File: src/rtl/port_pkg.sv
package port_pkg;

  typedef enum logic [1:0] {
    ST_IDLE    = 2'd0,
    ST_PAUSE   = 2'd1,
    ST_XFER    = 2'd2,
    ST_RELEASE = 2'd3
  } portState_t;

  // strobes from control to datapath
  typedef struct packed {
    logic pauseReq;
    logic ackLevel;
  } portStrobes_t;

endpackage

File: src/rtl/phase_hold_gate.sv
// Hold element: one edge direction passes freely, the other passes only
// while phaseOk is 1; otherwise the output keeps its value.
module phase_hold_gate #(
  parameter bit GATE_RISE = 1'b1
) (
  input  logic clk,
  input  logic rstN,
  input  logic phaseOk,
  input  logic din,
  output logic dout
);
  logic q, qNext;

  generate
    if (GATE_RISE) begin : g_rise
      always_comb begin
        if (!din)         qNext = 1'b0;
        else if (phaseOk) qNext = 1'b1;
        else              qNext = q;
      end
    end else begin : g_fall
      always_comb begin
        if (din)          qNext = 1'b1;
        else if (phaseOk) qNext = 1'b0;
        else              qNext = q;
      end
    end
  endgenerate

  always_ff @(posedge clk or negedge rstN) begin
    if (!rstN) q <= 1'b0;
    else       q <= qNext;
  end

  assign dout = q;
endmodule

File: src/rtl/port_datapath.sv
module port_datapath
  import port_pkg::*;
#(
  parameter bit FIRST_HALF_LEVEL = 1'b1
) (
  input  logic         clk,
  input  logic         rstN,
  input  logic         extClk,
  input  logic         extEnable,
  input  portStrobes_t strobes,
  output logic         reqGated,
  output logic         doneGated
);
  logic inFirstHalf;
  assign inFirstHalf = (extClk == FIRST_HALF_LEVEL);

  // falling request gated by phase
  phase_hold_gate #(.GATE_RISE(1'b0)) reqGate (
    .clk(clk), .rstN(rstN), .phaseOk(inFirstHalf),
    .din(extEnable), .dout(reqGated)
  );

  // rising acknowledge gated by phase
  phase_hold_gate #(.GATE_RISE(1'b1)) doneGate (
    .clk(clk), .rstN(rstN), .phaseOk(inFirstHalf),
    .din(strobes.ackLevel), .dout(doneGated)
  );

  assert_req_follows_enable_R2: assert property (@(posedge clk) disable iff (!rstN)
    extEnable |=> reqGated);

  assert_done_phase_R5: assert property (@(posedge clk) disable iff (!rstN)
    $rose(doneGated) |-> ($past(extClk) == FIRST_HALF_LEVEL) && $past(strobes.ackLevel));

  assert_req_fall_phase_R6: assert property (@(posedge clk) disable iff (!rstN)
    $fell(reqGated) |-> ($past(extClk) == FIRST_HALF_LEVEL) && !$past(extEnable));

  assert_done_clears_R8: assert property (@(posedge clk) disable iff (!rstN)
    !strobes.ackLevel |=> !doneGated);
endmodule

File: src/rtl/port_control.sv
module port_control
  import port_pkg::*;
(
  input  logic         clk,
  input  logic         rstN,
  input  logic         portEnable,
  input  logic         reqIn,
  input  logic         pauseGrant,
  output portStrobes_t strobes
);
  portState_t state, stateNext;

  always_comb begin
    stateNext = state;
    unique case (state)
      ST_IDLE:    if (portEnable && reqIn) stateNext = ST_PAUSE;
      ST_PAUSE:   if (pauseGrant)          stateNext = ST_XFER;
      ST_XFER:    if (!reqIn)              stateNext = ST_RELEASE;
      ST_RELEASE: if (!pauseGrant)         stateNext = ST_IDLE;
      default:                             stateNext = ST_IDLE;
    endcase
  end

  always_ff @(posedge clk or negedge rstN) begin
    if (!rstN) state <= ST_IDLE;
    else       state <= stateNext;
  end

  always_comb begin
    strobes.pauseReq = (state == ST_PAUSE) || (state == ST_XFER);
    strobes.ackLevel = (state == ST_XFER);
  end

  assert_pause_needs_enable_R3: assert property (@(posedge clk) disable iff (!rstN)
    $rose(strobes.pauseReq) |-> $past(portEnable) && $past(reqIn));

  assert_ack_after_grant_R4: assert property (@(posedge clk) disable iff (!rstN)
    $rose(strobes.ackLevel) |-> $past(pauseGrant) && $past(strobes.pauseReq));

  assert_pause_held_R7: assert property (@(posedge clk) disable iff (!rstN)
    (strobes.pauseReq && reqIn) |=> strobes.pauseReq);

  assert_release_first_R9: assert property (@(posedge clk) disable iff (!rstN)
    $rose(strobes.pauseReq) |-> !$past(pauseGrant));
endmodule

File: src/rtl/sync_edge_port.sv
module sync_edge_port
  import port_pkg::*;
#(
  parameter bit FIRST_HALF_LEVEL = 1'b1
) (
  input  logic clk,
  input  logic rstN,
  input  logic extClk,
  input  logic extEnable,
  output logic extDone,
  input  logic portEnable,
  output logic islandReq,
  output logic islandAck,
  output logic pauseReq,
  input  logic pauseGrant
);
  portStrobes_t strobes;
  logic reqGated;
  logic doneGated;

  port_control ctrl (
    .clk(clk), .rstN(rstN), .portEnable(portEnable),
    .reqIn(reqGated), .pauseGrant(pauseGrant), .strobes(strobes)
  );

  port_datapath #(.FIRST_HALF_LEVEL(FIRST_HALF_LEVEL)) dpath (
    .clk(clk), .rstN(rstN), .extClk(extClk), .extEnable(extEnable),
    .strobes(strobes), .reqGated(reqGated), .doneGated(doneGated)
  );

  assign extDone   = doneGated;
  assign islandReq = reqGated;
  assign islandAck = strobes.ackLevel;
  assign pauseReq  = strobes.pauseReq;
endmodule

File: config.mk
export PLATFORM = sky130hd
export DESIGN_NAME = sync_edge_port
export DESIGN_NICKNAME = d
export VERILOG_FILES = /design/src/rtl/port_pkg.sv /design/src/rtl/phase_hold_gate.sv /design/src/rtl/port_datapath.sv /design/src/rtl/port_control.sv /design/src/rtl/sync_edge_port.sv
export SDC_FILE = /design/constraint.sdc
export NUM_CORES = 1
export LEC_CHECK = 0
export BUFFER_PORTS_ARGS = -buffer_cell sky130_fd_sc_hd__buf_2
export CAP_MARGIN = 20
export CORE_AREA = 5 5 42 44
export DETAILED_ROUTE_END_ITERATION = 8
export DIE_AREA = 0 0 47 49
export GPL_TIMING_DRIVEN = 0
export SLEW_MARGIN = 20
export SYNTH_ARGS = -nofsm -noshare
export SYNTH_HDL_FRONTEND = slang
export SYNTH_SLANG_ARGS = --single-unit
File: constraint.sdc
create_clock -name clk -period 1.48 [get_ports clk]
set_clock_uncertainty 0.05 [all_clocks]
set_input_delay 0.148 -clock clk [delete_from_list [all_inputs] [get_ports clk]]
set_output_delay 0.148 -clock clk [all_outputs]
set_load 0.05 [all_outputs]
-- Word-level counts from Yosys, hierarchy flattened
Cells that the tools add are included.
- register bits: 4
- bits of input ports: 6
- output and inout bits: 4
- word-level logic and storage cells: 25
- equality and inequality tests: 8
- muxes and demuxes: 9
- reduce and logical (&&, ||, !) cells: 5
- operators with widths (kind ; number):
    $mux W2 ; 4
    $ne A2 B2 Y1 const B ; 4
    $pmux W2 S4 ; 1
    $eq A2 B2 Y1 const B ; 2
    $mux W1 ; 4
    $reduce_and A4 Y1 ; 1
    $eq A2 B1 Y1 const B ; 1
    $logic_not A2 Y1 ; 1
    $ne A2 B1 Y1 const B ; 1
    $reduce_bool A2 Y1 ; 1
    $logic_and A1 B1 Y1 ; 1
    $logic_or A1 B1 Y1 ; 1

-- Depth between registers and ports, before layout
Gate-level depths: netlist of run 1.
- depth after elaboration: 3
- mapped depth: 5
- mapped depth without buffers: 5

-- Hierarchy
A second synthesis of run 1 with hierarchy kept.
- cell total of the unflattened synthesis: 22
- area total of the unflattened synthesis: 259.0 um^2
- modules (own cells, without submodules) (module ; instances ; cells an instance ; area each (um^2) ; seq. area each (um^2)):
    port_control ; 1 ; 17 ; 190.2 ; 50.0
    phase_hold_gate at dpath.reqGate ; 1 ; 3 ; 36.3 ; 25.0
    phase_hold_gate at dpath.doneGate ; 1 ; 2 ; 32.5 ; 25.0

-- Least setup slack after synthesis of run 1
No wires, ideal clock.
- kind: register -> register
- start: register ctrl.state[0]
- end: register ctrl.state[1]
- setup time: 0.125 ns
- data arrival time: 1.531 ns
- data required time: 1.305 ns
- path slack: -0.225 ns
- stages on the path, launching flop included: 5
- path buffers: 0
- period minus slack after synthesis: 1.705 ns
- path through: dfrtp_1 -> inv_1 -> ha_1 -> a221oi_2 -> mux2_2
- word-level cells in the longest chain between the ends: 3
- elaborated cells between the ends (all ways): 10
- classes of those cells: eq/ne (7); mux (1); reduce/logical (2)
- ends and longest elaborated chain (what ; line ; text):
    start, declared ; port_control.sv:11 ; portState_t state, stateNext;
    start signal, assigned ; port_control.sv:26 ; else state <= stateNext;
    $eq A2 B2 Y1 * ; n/a ;
    named net islandAck ; sync_edge_port.sv:13 ; output logic islandAck,
    $ne A2 B2 Y1 (no line) ; n/a ;
    $reduce_and A4 Y1 (no line) ; n/a ;
Mark *: on every way through the listed nets, which the timed path passes. The rest lies on a longest branch.
A chain may end at the register's enable or synchronous reset.

-- Worst setup path in the final report of run 1
- start: register ctrl.state[1]
- end: register ctrl.state[1]
- word-level cells in the longest chain between the ends: 3
- elaborated cells between the ends (all ways): 10
- classes of those cells: eq/ne (7); mux (1); reduce/logical (2)
- ends and longest elaborated chain (what ; line ; text):
    $eq A2 B2 Y1 (tied with other cells) ; port_control.sv:15 ; unique case (state)
    $ne A2 B2 Y1 (no line) / $ne A2 B1 Y1 (equally long branches) ; n/a ;
    $reduce_and A4 Y1 (no line) ; n/a ;
Parallel ways exist; a longest one is shown, timed or not.

==> results.cfg, run 1 <==
[final_layout]
drive_gt1_share_pct = 67.57
layout_commonest_cell = buf_2
layout.nets = 48
final_cell_mix = buf_2, ha_2, clkbuf_4, dfrtp_1, buf_4
fin_cells = 53
syn_to_final_growth_pct = 62.00
antenna_cells = 0

[drt]
avgViaCountPerCell = 3.830
finalWirelength_um = 510
wl_per_cell_um = 9.623
remaining_drc_errors = 0
drt-pass1-iter-count = 4
drt_iter0_drc = 3
drtAntennaViolNets = 0
vias = 203

[floorplan]
coreArea_mm2 = 0.001401
initial_core_util_pct = 17.86
die_x_um = 47
rows = 14
pin_count = 10
die_h_um = 49
die_area_mm2 = 0.002303

[timing]
max_freq_mhz = 643.2
hold_viol_final = 0
fin_crit_sh_pct = 105.0
relSlewSlack_pct = 83.48
tightestPinTransition_ns = 0.2496
slew_viol_final = 0
rsz0062_at_grt = yes
setup_viol = 1
fin_crit_ns = 1.555
layout_setup_ws_ns = -0.07470

[critical_path]
cpMaxStageDelayCell = dfrtp_1
cp-end-kind = flop
startpoint_type = flop
rr_endpoint = ctrl.state[1]
rrSetupSlack_ns = -0.07
worstPathArrival_ns = 1.61
cp_common_cell = mux2_4
crit_fanout = 3
crit_chain = inv_2, ha_2, mux2_4, a221oi_2, mux2_4
reg2regPathDepth = 5
critPathMaxStageDelay_ns = 0.38
cp-startpoint = ctrl.state[1]
worstPathRequired_ns = 1.54
crit_end = ctrl.state[1]
crit_type = flop to flop
crit-reg2reg-launch = ctrl.state[1]

[clock_network]
clk_latency_ns = 0.23
clock-sinks = 4
path_clk_slew_ns = 0.04
numCtsBuffers = 3
cts.path.max_buffers = 2
cts_tree = built
cts-htree-levels = 1
root_buffer = clkbuf_4

[yosys]
synth_top_area_share_pct = 40.00
synth_area_leaders = dfrtp_1, ha_1, a221oi_2
synth.yosys.seq_area_share_pct = 40.00
synth_fp_nets = 31
ys_ff_latch = 4
synth_area_leader_cell = dfrtp_1
synth_cell_types = 13
netlist_instances = 21
avgSynthCellArea_um2 = 11.92
yosys_warnings = 0
synth.cell_area_um2 = 250.2

[placed_design]
place_ws_ns = -0.1446
dp_cells = 46
dp_hpwl_um = 387.3
port_buffers = 9
finalWeightedCongestion = 0.6527

[grt]
antenna_found_initial = 0
grt_pass1_vias = 222
grt-ovfl-total = 0
grt_max_degree = 6
track_usage_pct = 5.508
grt_pass1_wl_um = 848

[run_status]
violations = negative setup slack
outcome = finished, violations left

[hold_path]
min_path_type = input port to flop

[power_and_ir_drop]
ir_drop_mv = 0.5891
leakagePower_nw = 0.1951
p_per_area_mw_per_mm2 = 2610

[job]
drv_cap = 0
==> worst max-delay path: cells and delay by family, from the launching register on <==
family                     cells  cell delay [ns]
muxes                          2             0.61
buffers and inverters          1             0.05
adders and majority gates      1             0.15
AOI/OAI and AO/OA              1             0.20
DFF                            1             0.38
==> state kept, by name, indices dropped and copies added, names as in the netlist <==
signal               flops
ctrl.state               2
dpath.reqGate.dout       1
dpath.doneGate.dout      1
==> report_power, final <==
part | switching, mW | total (mW) | internal [mW]
clock network | 0.0441 | 0.145 | 0.101
logic | 0.400 | 0.727 | 0.327
registers | 0.0330 | 0.186 | 0.153
total | 0.477 | 1.06 | 0.581
==> metal layers <==
metal  part of all wire [%]  up-vias  global-route usage, %
met4                      0        0                  6.912
li1                       -      107                      -
met1                     38       92                  5.543
met5                      0        -                      0
met2                     55        4                  7.919
met3                    7.1        0                  1.107
==> per-stage QoR <==
| stage | total power [mW] | cell area [µm²] | TNS [ns] | hold slack, ns | utilization [%] |
|---|---|---|---|---|---|
| finish | 1.058 | 405.4 | -0.07470 | 0.05291 | 28.93 |
| global route | 1.134 | 405.4 | -0.2031 | 0.04658 | 28.93 |
| CTS | 1.010 | 387.9 | -0.09290 | 0.04164 | 27.68 |
| detailed placement | 0.7329 | 319.1 | -0.1650 | -0.09439 | 22.77 |
| global placement | 0.7225 | 319.1 | -0.1343 | -0.09587 | 22.77 |
| floorplan | 0.6382 | 254.0 | -0.06505 | -0.1976 | - |
==> cells by family (layout without fill, tap and decap cells) <==
kind of cell	count (synthesis)	in the layout	share of synthesized area (%)
fa+ha+maj	4	4	20.00
flops	4	4	40.00
buf+inv	3	19	4.500
simple gates	3	3	6.498
mux	2	2	10.50
compound gates	5	5	18.50
==> cell usage after synthesis <==
| cell type | number |
|---|---|
| dfrtp_1 | 4 |
| ha_1 | 4 |
| inv_1 | 3 |
| a211oi_1 | 1 |
| a21o_1 | 1 |
| a221oi_2 | 1 |
| and2_2 | 1 |
| mux2_2 | 1 |
| mux2_4 | 1 |
| nand2_1 | 1 |
| nor3_1 | 1 |
| o21a_1 | 1 |
| o22a_1 | 1 |
==> layout make-up <==
cell class / count / area [µm²]
inverter: 3 / 11.26
clock buffer: 4 / 26.28
sequential: 4 / 101.3
multi-input combinational: 14 / 167.7
timing repair buffer: 12 / 78.83
fill: 153 / 996.0
tap: 16 / 20.02
==> timing repair <==
item                                   in CTS  in global routing
endpoints found under the hold margin       4                  0
hold buffers                                1                  0
setup buffers                               2                  0
setup endpoints to repair                   2                  3
resized for setup                           7                  2
==> how the worst min path moves through the flow <==
stage	start	to	slack [ns]	depth (start not counted)
after floorplan	rstN	ctrl.state[0]	-0.20	0
after global placement	rstN	ctrl.state[0]	-0.1	1
after detailed placement	rstN	ctrl.state[1]	-0.09	1
after CTS	extEnable	dpath.reqGate.dout	0.04	2
after global routing	extEnable	dpath.reqGate.dout	0.05	2
final	extEnable	dpath.reqGate.dout	0.05	2
No activity file was read; power rests on OpenSTA's default activity.
==> run 2: changes to the inputs <==
GPL_TIMING_DRIVEN = 1   (was 0)
==> run 2 against run 1 <==
  * The run still ends with negative setup slack left
  * Routed wire length is 3.3% lower
  * Global-route usage shrank 0.42 points
  * Die area unchanged
  * Sequential share of layout area shrank 0.45 points
  * Design area rose by 1.9%
  * Register-to-register slack about the same
  * Sequential power about the same
==> results.cfg, run 2 (synthesized netlist as in run 1, its figures left out) <==
[critical_path]
reg2regPathDepth = 4
worstPathArrival_ns = 1.61
crit-reg2reg-launch = ctrl.state[0]
crit_fanout = 3
startpoint_type = flop
crit_type = flop to flop
rr_endpoint = ctrl.state[1]
cp-end-kind = flop
rrSetupSlack_ns = -0.07
worstPathRequired_ns = 1.54

[grt]
grt_pass1_vias = 213
grt_pass1_wl_um = 800
track_usage_pct = 5.092
use_met3_pct = 1.107
grt.busiest_layer = met2
met1_usage_pct = 5.568
antenna_found_initial = 0
grt-ovfl-total = 0
grt_max_degree = 6
gr-usage-met2_pct = 7.240

[timing]
hold_viol_final = 0
rsz0062_at_grt = yes
relSlewSlack_pct = 83.49
layout_setup_ws_ns = -0.07235
tightestPinTransition_ns = 0.2494
holdWs_ns = 0.04604
fin_crit_ns = 1.552
max_freq_mhz = 644.2
fin_crit_sh_pct = 104.9
slew_viol_final = 0
setup_viol = 2

[hold_path]
whs_path_depth = 2
min_path_type = input port to flop
hold-path-endpoint = dpath.reqGate.dout
min-delay-start = extEnable

[power_and_ir_drop]
power_mw = 1.065
leakagePower_nw = 0.2001
ir_drop_mv = 0.6404
p_per_area_mw_per_mm2 = 2580

[run_status]
outcome = finished, violations left
violations = negative setup slack

[final_layout]
final_cell_mix = buf_2, buf_4, ha_2, clkbuf_4, dfrtp_1
layout_commonest_cell = buf_2
seq_area_um2 = 101.3
syn_to_final_growth_pct = 65.00
layout.nets = 49
fin_cells = 54
drive_gt1_share_pct = 68.42
regMostFlops = ctrl.state
nFillCells = 156
antenna_cells = 0
multi_input_area_um2 = 167.7
utilization_pct = 29.46
largest_reg_flops = 2

[clock_network]
root_buffer = clkbuf_4
clock-sinks = 4
cts_tree = built
numCtsBuffers = 3
clk_latency_ns = 0.23
path_clk_slew_ns = 0.04
cts-htree-levels = 1
cts.path.max_buffers = 2
post_cts_buffers = 0

[floorplan]
initial_core_util_pct = 17.86
pin_count = 10
coreArea_mm2 = 0.001401
die_area_mm2 = 0.002303
die_x_um = 47
rows = 14
die_h_um = 49

[job]
drv_cap = 0

[drt]
finalWirelength_um = 493
wl_per_cell_um = 9.130
drt-pass1-iter-count = 2
vias = 207
remaining_drc_errors = 0
drtAntennaViolNets = 0
drt_iter0_drc = 1
avgViaCountPerCell = 3.833

[placed_design]
port_buffers = 9
finalWeightedCongestion = 0.6393
dp_cells = 49
place_ws_ns = -0.1059
==> run 2: worst max-delay path by stage <==
stage                        startpoint  slack, ns       endpoint  cells past startpoint
final                     ctrl.state[0]      -0.07  ctrl.state[1]                      4
after CTS                 ctrl.state[1]      -0.09  ctrl.state[1]                      5
after global placement    ctrl.state[0]      -0.10  ctrl.state[1]                      4
after global routing      ctrl.state[1]      -0.15  ctrl.state[1]                      5
after detailed placement  ctrl.state[0]      -0.11  ctrl.state[1]                      4
after floorplan           ctrl.state[1]      -0.07  ctrl.state[1]                      5
==> run 2: report_power, final <==
group	leakage (nW)	internal (mW)	switching, mW
Sequential	0.0474	0.153	0.0320
Clock	0.0150	0.101	0.0441
Combinational	0.138	0.339	0.396
Total	0.200	0.593	0.472
==> run 2: per-layer routing <==
metal | vias up | routed length (µm)
li1 | 108 | -
met1 | 95 | 183
met2 | 4 | 275
met3 | 0 | 33
met4 | 0 | 0
met5 | - | 0
==> run 2: layout make-up <==
cell class              count  area share (%)
clock buffers               4           6.364
inverters                   3           2.727
multi-input cells          14           40.61
flip-flops and latches      4           24.55
well taps                  16           4.848
repair buffers             13           20.91
==> run 2: worst max-delay path, stage by stage (launching register included) <==
cell and delay (ns):
dfrtp_1 0.39, ha_2 0.18, mux2_4 0.28, a221oi_2 0.20, mux2_4 0.32
==> run 2: through the flow <==
step,setup TNS [ns],area [µm²]
3_3_place_gp,-0.1035,341.6
6_report,-0.1066,412.9
5_1_grt,-0.2665,412.9
2_1_floorplan,-0.06505,254.0
4_1_cts,-0.08870,395.4
3_5_place_dp,-0.1059,341.6
==> run 2: timing repair <==
action	CTS	global route
pin swaps	0	0
endpoints found under the hold margin	4	0
endpoints found under the setup margin	3	4
hold buffers	1	0
resized for setup	6	3
==> run 3: changes to the inputs <==
--- a/config.mk
+++ b/config.mk
@@ -7,5 +7,4 @@
 export LEC_CHECK = 0
 export BUFFER_PORTS_ARGS = -buffer_cell sky130_fd_sc_hd__buf_2
-export CAP_MARGIN = 20
 export CORE_AREA = 5 5 42 44
 export DETAILED_ROUTE_END_ITERATION = 8
==> constraint.sdc (replaced) <==
create_clock -name clk -period 1.48 [get_ports clk]
set_clock_uncertainty 0.05 [all_clocks]
set_input_delay 0.074 -clock clk [delete_from_list [all_inputs] [get_ports clk]]
set_output_delay 0.074 -clock clk [all_outputs]
set_load 0.05 [all_outputs]
==> run 3 against run 2 <==
  * The flow still finishes with violations (negative setup slack)
  * Worst setup slack lost 0.0014 ns
  * Die area is the same
  * First-iteration DRC count is the same
  * Sequential power is essentially flat
  * Via count shrank 0.97%
  * Global-route usage grew 0.14 points
==> results.cfg, run 3 (synthesized netlist as in run 1, its figures left out) <==
[placed_design]
placed_area_um2 = 341.6
finalWeightedCongestion = 0.6393
place_ws_ns = -0.1059
port_buffers = 9

[power_and_ir_drop]
clkPwrFrac_pct = 14.6
p_comb_share_pct = 66.7
power.switching_mw = 0.4530
power_mw = 0.9927
p_int_mw = 0.5397
switching_share_pct = 45.63
p_per_area_mw_per_mm2 = 2441
ir_drop_mv = 0.6181
pwr-share-seq_pct = 18.7
leakagePower_nw = 0.2021

[final_layout]
final_cell_mix = buf_2, clkbuf_4, ha_2, dfrtp_1, buf_4
antenna_cells = 0
layout.nets = 50
syn_to_final_growth_pct = 62.50
utilization_pct = 29.02
layout_commonest_cell = buf_2
regMostFlops = ctrl.state
largest_reg_flops = 2
stdcell_area_um2 = 406.6
nFillCells = 160
drive_gt1_share_pct = 64.10

[floorplan]
die_x_um = 47
pin_count = 10
die_h_um = 49
coreArea_mm2 = 0.001401
die_area_mm2 = 0.002303
initial_core_util_pct = 17.86
rows = 14

[grt]
grt_pass1_vias = 219
grt_pass1_wl_um = 828
grt-ovfl-total = 0
antenna_found_initial = 0
track_usage_pct = 5.233
grt_max_degree = 6

[timing]
slew_viol_final = 0
tightestPinTransition_ns = 0.2494
max_freq_mhz = 643.6
hold_viol_final = 0
holdWs_ns = 0.02332
setup_viol = 1
fin_crit_sh_pct = 105.0
layout_setup_ws_ns = -0.07372
rsz0062_at_grt = yes
fin_crit_ns = 1.554
relSlewSlack_pct = 83.49

[clock_network]
path_clk_slew_ns = 0.04
cts.path.max_buffers = 2
cts_tree = built
clk_latency_ns = 0.23
numCtsBuffers = 3
clock-sinks = 4
cts-htree-levels = 1
root_buffer = clkbuf_4

[critical_path]
timing.critical_path.buf_inv = 0
cp-end-kind = flop
critPathMaxStageDelay_ns = 0.39
reg2regPathDepth = 4
cp_num_cells = 4
worstPathArrival_ns = 1.61
cpMaxStageDelayCell = dfrtp_1
cp_common_cell = mux2_4
cp_top_family = multiplexers
rrSetupSlack_ns = -0.07
startpoint_type = flop
crit_type = flop to flop
crit_chain = ha_2, mux2_4, a221oi_2, mux2_4
crit_fanout = 3
worstPathRequired_ns = 1.54

[drt]
drt_iter0_drc = 1
drtAntennaViolNets = 0
vias = 205
remaining_drc_errors = 0
finalWirelength_um = 477
avgViaCountPerCell = 3.727
drt-pass1-iter-count = 2
wl_per_cell_um = 8.673

[hold_path]
min_path_type = input port to flop
whs_path_depth = 2

[job]
drv_cap = 0

[run_status]
violations = negative setup slack
outcome = finished, violations left
run 3: cell count changes in the layout (fill, tap and decap cells not counted), sizes merged:
| cell | previous run | this run |
|---|---|---|
| buf | 12 | 10 |
| clkbuf | 4 | 6 |
| dlygate4sd3 | 1 | 2 |
run 3: worst paths after layout:
| path | start | to |
|---|---|---|
| min reg2reg | dpath.doneGate.dout | dpath.doneGate.dout |
| max in group asynchronous | rstN | dpath.reqGate.dout |
| min | extClk | dpath.doneGate.dout |
| max | ctrl.state[0] | ctrl.state[1] |
| max reg2reg | ctrl.state[0] | ctrl.state[1] |
| min in group asynchronous | rstN | dpath.doneGate.dout |
run 3: power by group through the flow:
stage,Combinational (mW),Clock [mW],Sequential (mW)
2_1_floorplan,0.410,0,0.229
3_3_place_gp,0.606,0,0.182
6_report,0.662,0.145,0.185
4_1_cts,0.638,0.155,0.184
3_5_place_dp,0.607,0,0.184
5_1_grt,0.715,0.159,0.195
run 3: per-layer routing:
| metal | global-route usage (%) | part of all wire (%) | vias up |
|---|---|---|---|
| met1 | 5.791 | 38 | 91 |
| met3 | 1.107 | 6.9 | 0 |
| met2 | 7.466 | 56 | 4 |
| li1 | - | - | 110 |
| met5 | 0 | 0 | - |
| met4 | 5.530 | 0 | 0 |
run 3: worst register-to-register path, cell delays in order (launching register included):
cell	delay, ns
dfrtp_1	0.39
ha_2	0.18
mux2_4	0.28
a221oi_2	0.20
mux2_4	0.33
run 3: final cells by class:
type                    instances  area [µm²]  area share, %
well taps                      16       20.02          4.923
clock buffers                   4       26.28          6.462
inverters                       3       11.26          2.769
repair buffers                 14       92.59          22.77
multi-input cells              14       155.1          38.15
flip-flops and latches          4       101.3          24.92
run 3: through the flow:
stage / std cells / TNS, ns
floorplan: 21 / -0.06505
global placement: 49 / -0.1035
detailed placement: 49 / -0.1059
CTS: 55 / -0.08870
global route: 55 / -0.1771
finish: 55 / -0.07372
run 3: timing repair:
| item | CTS | global route |
|---|---|---|
| gates resized for setup | 3 | 4 |
| hold endpoints to repair | 5 | 0 |
| hold buffers | 2 | 0 |
| setup endpoints to repair | 1 | 4 |
| buffers inserted | 0 | 0 |
